### config.mk
export PLATFORM = sky130hd
export DESIGN_NAME = cpu5_core
export DESIGN_NICKNAME = d
export VERILOG_FILES = /design/src/rtl/cpu5_pkg.sv /design/src/rtl/cpu5_alu.sv /design/src/rtl/cpu5_regfile.sv /design/src/rtl/cpu5_ctrl.sv /design/src/rtl/cpu5_core.sv
export SDC_FILE = /design/constraint.sdc
export NUM_CORES = 1
export LEC_CHECK = 0
export ABC_AREA = 1
export CORE_MARGIN = 2
export CORE_UTILIZATION = 30
export CTS_CLUSTER_DIAMETER = 120
export DETAILED_ROUTE_END_ITERATION = 8
export SYNTH_ARGS = -nofsm -noshare
export SYNTH_HDL_FRONTEND = slang
export SYNTH_SLANG_ARGS = --single-unit
### constraint.sdc
create_clock -name clk -period 2 [get_ports clk]
set_input_delay 0.2 -clock clk [delete_from_list [all_inputs] [get_ports clk]]
set_output_delay 0.2 -clock clk [all_outputs]
set_load 0.005 [all_outputs]
### src/rtl/cpu5_pkg.sv
package cpu5_pkg;
  typedef enum logic [2:0] {
    PH_FETCH  = 3'd0,
    PH_DECODE = 3'd1,
    PH_ALU    = 3'd2,
    PH_MEM    = 3'd3,
    PH_WB     = 3'd4,
    PH_HALT   = 3'd5
  } phase_t;

  localparam logic [3:0] OPC_ADD  = 4'h0;
  localparam logic [3:0] OPC_MOVI = 4'h1;
  localparam logic [3:0] OPC_MOVD = 4'h2;
  localparam logic [3:0] OPC_HALT = 4'hF;

  // cycles spent in the fetch and memory phases
  localparam int FETCH_STEPS = 3;
  localparam int MEM_STEPS   = 2;
endpackage

### src/rtl/cpu5_alu.sv
module cpu5_alu #(
  parameter int DATA_W = 8
) (
  input  logic [DATA_W-1:0] opa,
  input  logic [DATA_W-1:0] opb,
  output logic [DATA_W-1:0] sum,
  output logic              cout
);
  logic [DATA_W:0] wide;

  always_comb begin
    wide = {1'b0, opa} + {1'b0, opb};
    sum  = wide[DATA_W-1:0];
    cout = wide[DATA_W];
  end
endmodule

### src/rtl/cpu5_regfile.sv
module cpu5_regfile #(
  parameter int DATA_W = 8,
  parameter int NREG   = 4,
  localparam int IDX_W = $clog2(NREG)
) (
  input  logic              clk,
  input  logic              rst,
  input  logic              we,
  input  logic [IDX_W-1:0]  waddr,
  input  logic [DATA_W-1:0] wdata,
  input  logic [IDX_W-1:0]  ra,
  input  logic [IDX_W-1:0]  rb,
  output logic [DATA_W-1:0] da,
  output logic [DATA_W-1:0] db,
  input  logic [IDX_W-1:0]  view_sel,
  output logic [DATA_W-1:0] view_data
);
  logic [DATA_W-1:0] regs [NREG];

  for (genvar g = 0; g < NREG; g++) begin : g_reg
    always_ff @(posedge clk) begin
      if (rst)
        regs[g] <= '0;
      else if (we && waddr == IDX_W'(g))
        regs[g] <= wdata;
    end
  end

  assign da = regs[ra];
  assign db = regs[rb];

  always_ff @(posedge clk) begin
    if (rst) view_data <= '0;
    else     view_data <= regs[view_sel];
  end

  // a write lands in the addressed register
  a_r3_write_lands: assert property (@(posedge clk) disable iff (rst)
    we |=> regs[$past(waddr)] == $past(wdata));
endmodule

### src/rtl/cpu5_ctrl.sv
module cpu5_ctrl
  import cpu5_pkg::*;
#(
  parameter int DATA_W = 8,
  parameter int NREG   = 4,
  localparam int IDX_W = $clog2(NREG)
) (
  input  logic              clk,
  input  logic              rst,
  output logic [DATA_W-1:0] mem_addr,
  input  logic [DATA_W-1:0] mem_rdata,
  output logic              rf_we,
  output logic [IDX_W-1:0]  rf_waddr,
  output logic [DATA_W-1:0] rf_wdata,
  output logic [IDX_W-1:0]  rf_ra,
  output logic [IDX_W-1:0]  rf_rb,
  input  logic [DATA_W-1:0] rf_da,
  input  logic [DATA_W-1:0] rf_db,
  output logic [DATA_W-1:0] alu_a,
  output logic [DATA_W-1:0] alu_b,
  input  logic [DATA_W-1:0] alu_sum,
  input  logic              alu_cout,
  output logic [DATA_W-1:0] pc,
  output phase_t            phase,
  output logic              carry,
  output logic              halted
);
  localparam int STEP_W = $clog2(FETCH_STEPS);

  phase_t              phase_q;
  logic [STEP_W-1:0]   step_q;
  logic [DATA_W-1:0]   pc_q, mar_q, addr_q, ir_q, opnd_q;
  logic [DATA_W-1:0]   a_q, b_q, res_q, mdr_q;
  logic                cres_q, carry_q, halted_q;
  logic [3:0]          opc;
  logic                is_load, writes_reg;

  assign opc        = ir_q[DATA_W-1 -: 4];
  assign is_load    = (opc == OPC_MOVD);
  assign writes_reg = (opc == OPC_ADD) || (opc == OPC_MOVI) || is_load;

  always_ff @(posedge clk) begin
    if (rst) begin
      phase_q  <= PH_FETCH;
      step_q   <= '0;
      pc_q     <= '0;
      mar_q    <= '0;
      addr_q   <= '0;
      ir_q     <= '0;
      opnd_q   <= '0;
      a_q      <= '0;
      b_q      <= '0;
      res_q    <= '0;
      mdr_q    <= '0;
      cres_q   <= 1'b0;
      carry_q  <= 1'b0;
      halted_q <= 1'b0;
    end else begin
      unique case (phase_q)
        PH_FETCH: begin
          if (step_q == STEP_W'(0)) begin
            addr_q <= pc_q + DATA_W'(1);
            step_q <= STEP_W'(1);
          end else if (step_q == STEP_W'(1)) begin
            ir_q   <= mem_rdata;
            step_q <= STEP_W'(2);
          end else begin
            opnd_q  <= mem_rdata;
            step_q  <= '0;
            phase_q <= PH_DECODE;
          end
        end
        PH_DECODE: begin
          a_q     <= rf_da;
          b_q     <= rf_db;
          phase_q <= PH_ALU;
        end
        PH_ALU: begin
          res_q  <= alu_sum;
          cres_q <= alu_cout;
          if (is_load) begin
            mar_q  <= opnd_q;
            addr_q <= opnd_q;
          end
          phase_q <= PH_MEM;
        end
        PH_MEM: begin
          if (step_q == STEP_W'(MEM_STEPS - 1)) begin
            if (is_load) mdr_q <= mem_rdata;
            step_q  <= '0;
            phase_q <= PH_WB;
          end else begin
            step_q <= step_q + STEP_W'(1);
          end
        end
        PH_WB: begin
          if (opc == OPC_ADD) carry_q <= cres_q;
          if (opc == OPC_HALT) begin
            halted_q <= 1'b1;
            phase_q  <= PH_HALT;
          end else begin
            pc_q    <= pc_q + DATA_W'(2);
            addr_q  <= pc_q + DATA_W'(2);
            phase_q <= PH_FETCH;
          end
        end
        default: begin
          phase_q <= PH_HALT;
        end
      endcase
    end
  end

  always_comb begin
    rf_we    = (phase_q == PH_WB) && writes_reg;
    rf_waddr = ir_q[2*IDX_W-1 -: IDX_W];
    rf_ra    = ir_q[2*IDX_W-1 -: IDX_W];
    rf_rb    = ir_q[IDX_W-1:0];
    alu_a    = a_q;
    alu_b    = b_q;
    unique case (opc)
      OPC_MOVI: rf_wdata = opnd_q;
      OPC_MOVD: rf_wdata = mdr_q;
      default:  rf_wdata = res_q;
    endcase
  end

  assign mem_addr = addr_q;
  assign pc       = pc_q;
  assign phase    = phase_q;
  assign carry    = carry_q;
  assign halted   = halted_q;

  // phase ordering
  a_r2_decode_to_alu: assert property (@(posedge clk) disable iff (rst)
    phase_q == PH_DECODE |=> phase_q == PH_ALU);
  a_r2_alu_to_mem: assert property (@(posedge clk) disable iff (rst)
    phase_q == PH_ALU |=> phase_q == PH_MEM);
  // during the memory phase a direct load addresses through the MAR
  a_r6_mar_drives_addr: assert property (@(posedge clk) disable iff (rst)
    (phase_q == PH_MEM && is_load) |-> addr_q == mar_q);
  // program counter only moves at write-back
  a_r7_pc_quiet: assert property (@(posedge clk) disable iff (rst)
    phase_q != PH_WB |=> $stable(pc_q));
  // MOV forms keep the carry
  a_r4_mov_keeps_carry: assert property (@(posedge clk) disable iff (rst)
    (phase_q == PH_WB && (opc == OPC_MOVI || is_load)) |=> $stable(carry_q));
  // halt is sticky and freezes the program counter
  a_r8_halt_sticky: assert property (@(posedge clk) disable iff (rst)
    halted_q |=> halted_q && $stable(pc_q) && $stable(addr_q));
endmodule

### src/rtl/cpu5_core.sv
module cpu5_core
  import cpu5_pkg::*;
#(
  parameter int DATA_W = 8,
  parameter int NREG   = 4,
  localparam int IDX_W = $clog2(NREG)
) (
  input  logic              clk,
  input  logic              rst,
  output logic [DATA_W-1:0] mem_addr,
  input  logic [DATA_W-1:0] mem_rdata,
  output logic [DATA_W-1:0] mem_wdata,
  output logic              mem_we,
  input  logic [IDX_W-1:0]  reg_sel,
  output logic [DATA_W-1:0] reg_view,
  output logic [DATA_W-1:0] pc_out,
  output logic [2:0]        phase,
  output logic              carry,
  output logic              halted
);
  logic              rf_we;
  logic [IDX_W-1:0]  rf_waddr, rf_ra, rf_rb;
  logic [DATA_W-1:0] rf_wdata, rf_da, rf_db;
  logic [DATA_W-1:0] alu_a, alu_b, alu_sum;
  logic              alu_cout;
  phase_t            phase_s;

  cpu5_ctrl #(.DATA_W(DATA_W), .NREG(NREG)) u_ctrl (
    .clk      (clk),
    .rst      (rst),
    .mem_addr (mem_addr),
    .mem_rdata(mem_rdata),
    .rf_we    (rf_we),
    .rf_waddr (rf_waddr),
    .rf_wdata (rf_wdata),
    .rf_ra    (rf_ra),
    .rf_rb    (rf_rb),
    .rf_da    (rf_da),
    .rf_db    (rf_db),
    .alu_a    (alu_a),
    .alu_b    (alu_b),
    .alu_sum  (alu_sum),
    .alu_cout (alu_cout),
    .pc       (pc_out),
    .phase    (phase_s),
    .carry    (carry),
    .halted   (halted)
  );

  cpu5_regfile #(.DATA_W(DATA_W), .NREG(NREG)) u_rf (
    .clk      (clk),
    .rst      (rst),
    .we       (rf_we),
    .waddr    (rf_waddr),
    .wdata    (rf_wdata),
    .ra       (rf_ra),
    .rb       (rf_rb),
    .da       (rf_da),
    .db       (rf_db),
    .view_sel (reg_sel),
    .view_data(reg_view)
  );

  cpu5_alu #(.DATA_W(DATA_W)) u_alu (
    .opa (alu_a),
    .opb (alu_b),
    .sum (alu_sum),
    .cout(alu_cout)
  );

  assign phase     = phase_s;
  assign mem_wdata = '0;
  assign mem_we    = 1'b0;
endmodule

==> metrics <==
Initial DRC Count around 380; Crit Path Class flip-flop to flip-flop; Antenna diodes 0; Die Wd around 140 µm; DRC viols 0; All-Layer GR Usage 0.1568; total gr overflow 0; YS warnings 0; Total Wirelength 15.13 mm; Tcrit/Tclk final 0.8916; critical path launch point type flip-flop; I/O Buffers 39; setup bufs post-CTS 0; Synth Register Bits 111; hpwl dp between 10 and 15 mm; dpl cells slightly below 1000; Mapped Cells approximately 730; Peak Freq 560.8 MHz; initial antenna violation count 0; worst slew pin tran 0.6029 ns; CP endpoint kind flip-flop; pwr/cell area approximately 1200 nW/µm²; routed via count around 5000; I/O Pins 50; Fillers 1878; WP data arrival a little over 2 ns; Final #Nets about 800; Hold Crit Class flip-flop to flip-flop; cts hold-fix bufs 0; mapped cell area roughly 5500 µm²; vias in the first global route between 4000 and 5000; ratio of cells with drive above 1 in the final layout 0.05527; Slew Viols, Final 0; Crit Path Max Fanout 13; status finished, final reports clean; Max Buffers Root-to-Sink 2; Setup violations, final 0; Syn Area/Cell between 7 and 8 µm²; Leak between 2 and 3 nW; Layout Skew 0.01016 ns; Period minus WS final 1.783 ns; WL/cell between 15 and 20 µm; post-CTS sizing 0; Hold Slack between 0.4 and 0.5 ns; CTS buffer count 9; core footprint ~18000 µm²; RSZ-0062 raised after global routing no; clk sink count 111; first-pass GRT wire length 24.09 mm; Clk Tree Root Cell clkbuf_16; Die H around 140 µm; vias per inst around 4.9; fin cells 1007; Area growth, synth to finish 18.52%; max_cap viols 0; Peak VDD IR about 860 µV; Placer Congestion roughly 0.86; Skew-Pair Late Insertion Delay 0.36 ns; post-route ant nets 0; CTS tree yes; pin count of the biggest net entering global routing 39; sequential share of the synthesized area 0.4629; Critical Path RT 2.26 ns; H-tree Lvls 3; total negative slack 0 ns; initial core utilization 0.3058; Rows about 50; Yosys cell types 31; Die Area just under 20000 µm²; first-pass iteration count of the detailed router 5; final-report hold violation count 0; clock-pin slew on the worst setup and hold paths 0.07 ns; Rel. slew slack 0.5975
==> logic make-up after synthesis <==
| group | synth area share |
|---|---|
| DFF | 0.4629 |
| adders and majority gates | 0.02415 |
| other | 0.0006827 |
| xor gates and xnor gates | 0.004784 |
| AOI/OAI and AO/OA | 0.2075 |
| and+or+nand+nor | 0.2071 |
| buffers and inverters | 0.09294 |
==> layout by cell type (no fill, tap or decap), types with 4 or more instances in the layout <==
master,count
nand2_1,119
nor2_1,114
o21ai_0,96
inv_1,82
dfxtp_1,79
a21oi_1,78
clkdlybuf4s50_1,39
edfxtp_1,32
nand3_1,26
buf_4,22
conb_1,10
clkbuf_16,10
o22ai_1,9
ha_1,9
o21bai_1,8
a41oi_1,6
a31oi_1,6
nand3_4,4
a22oi_1,4
==> metrics by stage <==
stage | power [W] | setup WS [ns] | util | area [µm²]
floorplan | 0.005186 | 0.2092 | - | 5527
global placement | 0.006203 | 0.2794 | 0.3450 | 6197
detailed placement | 0.006222 | 0.2081 | 0.3450 | 6197
CTS | 0.008132 | 0.2159 | 0.3624 | 6510
global route | 0.008726 | 0.007420 | 0.3624 | 6510
finish | 0.008112 | 0.2167 | 0.3624 | 6510
==> state kept, by name (all words and copies together), names as in the netlist, 8 cells and up <==
signal / cells
u_ctrl.mem_addr: 8
u_ctrl.ir_q: 8
u_ctrl.res_q: 8
u_rf.regs: 32
u_ctrl.mdr_q: 8
u_ctrl.opnd_q: 8
u_ctrl.alu_a: 8
u_ctrl.alu_b: 8
u_rf.view_data: 8
==> synthesized netlist by cell type (all sizes together) <==
| library cell | n | share of area |
|---|---|---|
| buf | 17 | 0.021 |
| nand3 | 30 | 0.036 |
| o22ai | 9 | 0.010 |
| fa | 1 | 0.0036 |
| clkbuf | 20 | 0.014 |
| a22oi | 4 | 0.0055 |
| nor2 | 115 | 0.080 |
| ha | 9 | 0.021 |
| a41oi | 6 | 0.0096 |
| o21ai | 98 | 0.089 |
| edfxtp | 32 | 0.17 |
| a21oi | 78 | 0.071 |
| o21bai | 8 | 0.011 |
| nor4 | 1 | 0.0039 |
| nand4 | 3 | 0.0034 |
| dfxtp | 79 | 0.29 |
| o211ai | 2 | 0.0027 |
| a31oi | 6 | 0.0068 |
| xnor2 | 1 | 0.0016 |
| xor2 | 2 | 0.0032 |
| conb | 1 | 0.00068 |
| clkinv | 2 | 0.0014 |
| inv | 83 | 0.057 |
| nand2 | 120 | 0.083 |
| a211oi | 1 | 0.0014 |
==> worst paths after layout <==
path | start | cells past startpoint | end | slack [ns]
worst max-delay path | u_ctrl.ir_q[7]$_SDFFE_PP0P_ | 6 | u_ctrl.mem_addr[4]$_SDFFE_PP0P_ | 0.22
worst min-delay path | u_ctrl.mdr_q[3]$_SDFFE_PP0P_ | 2 | u_ctrl.mdr_q[3]$_SDFFE_PP0P_ | 0.45
worst max register to register | u_ctrl.ir_q[7]$_SDFFE_PP0P_ | 6 | u_ctrl.mem_addr[4]$_SDFFE_PP0P_ | 0.22
worst min register to register | u_ctrl.mdr_q[3]$_SDFFE_PP0P_ | 2 | u_ctrl.mdr_q[3]$_SDFFE_PP0P_ | 0.45
==> power breakdown <==
part           total, W  internal [W]  switching [W]
Combinational   0.00306       0.00113        0.00194
Clock           0.00190       0.00108       0.000815
Sequential      0.00315       0.00276       0.000391
Total           0.00811       0.00497        0.00314
==> layout make-up <==
class / instances / area, µm² / area share
Timing Repair Buffer: 62 / 575.6 / 0.08841
Multi-Input combinational cell: 504 / 2474 / 0.3800
Clock inverter: 2 / 37.54 / 0.005766
Sequential cell: 111 / 2542 / 0.3905
Clock buffer: 14 / 275.3 / 0.04228
Inverter: 85 / 319.1 / 0.04901
Tap cell: 229 / 286.5 / 0.04401
==> routing by layer <==
metal | part of all wire | vias to the layer above | GRT usage | wire, µm
met5 | 0 | - | 0 | 0
met4 | 0.019 | 0 | 0.05157 | 286
met3 | 0.063 | 27 | 0.03992 | 949
met2 | 0.44 | 150 | 0.2389 | 6658
met1 | 0.48 | 2230 | 0.2175 | 7235
li1 | - | 2485 | - | -
==> critical path, cell delays in order (launching register included) <==
cell and delay (ns):
dfxtp_1 0.35, nor2_1 0.26, nand2_1 0.28, nand2_1 0.16, nand3_1 0.36, nor2_1 0.22
nor2_1 0.06
Note: power is estimated with default switching activity, not from simulation.
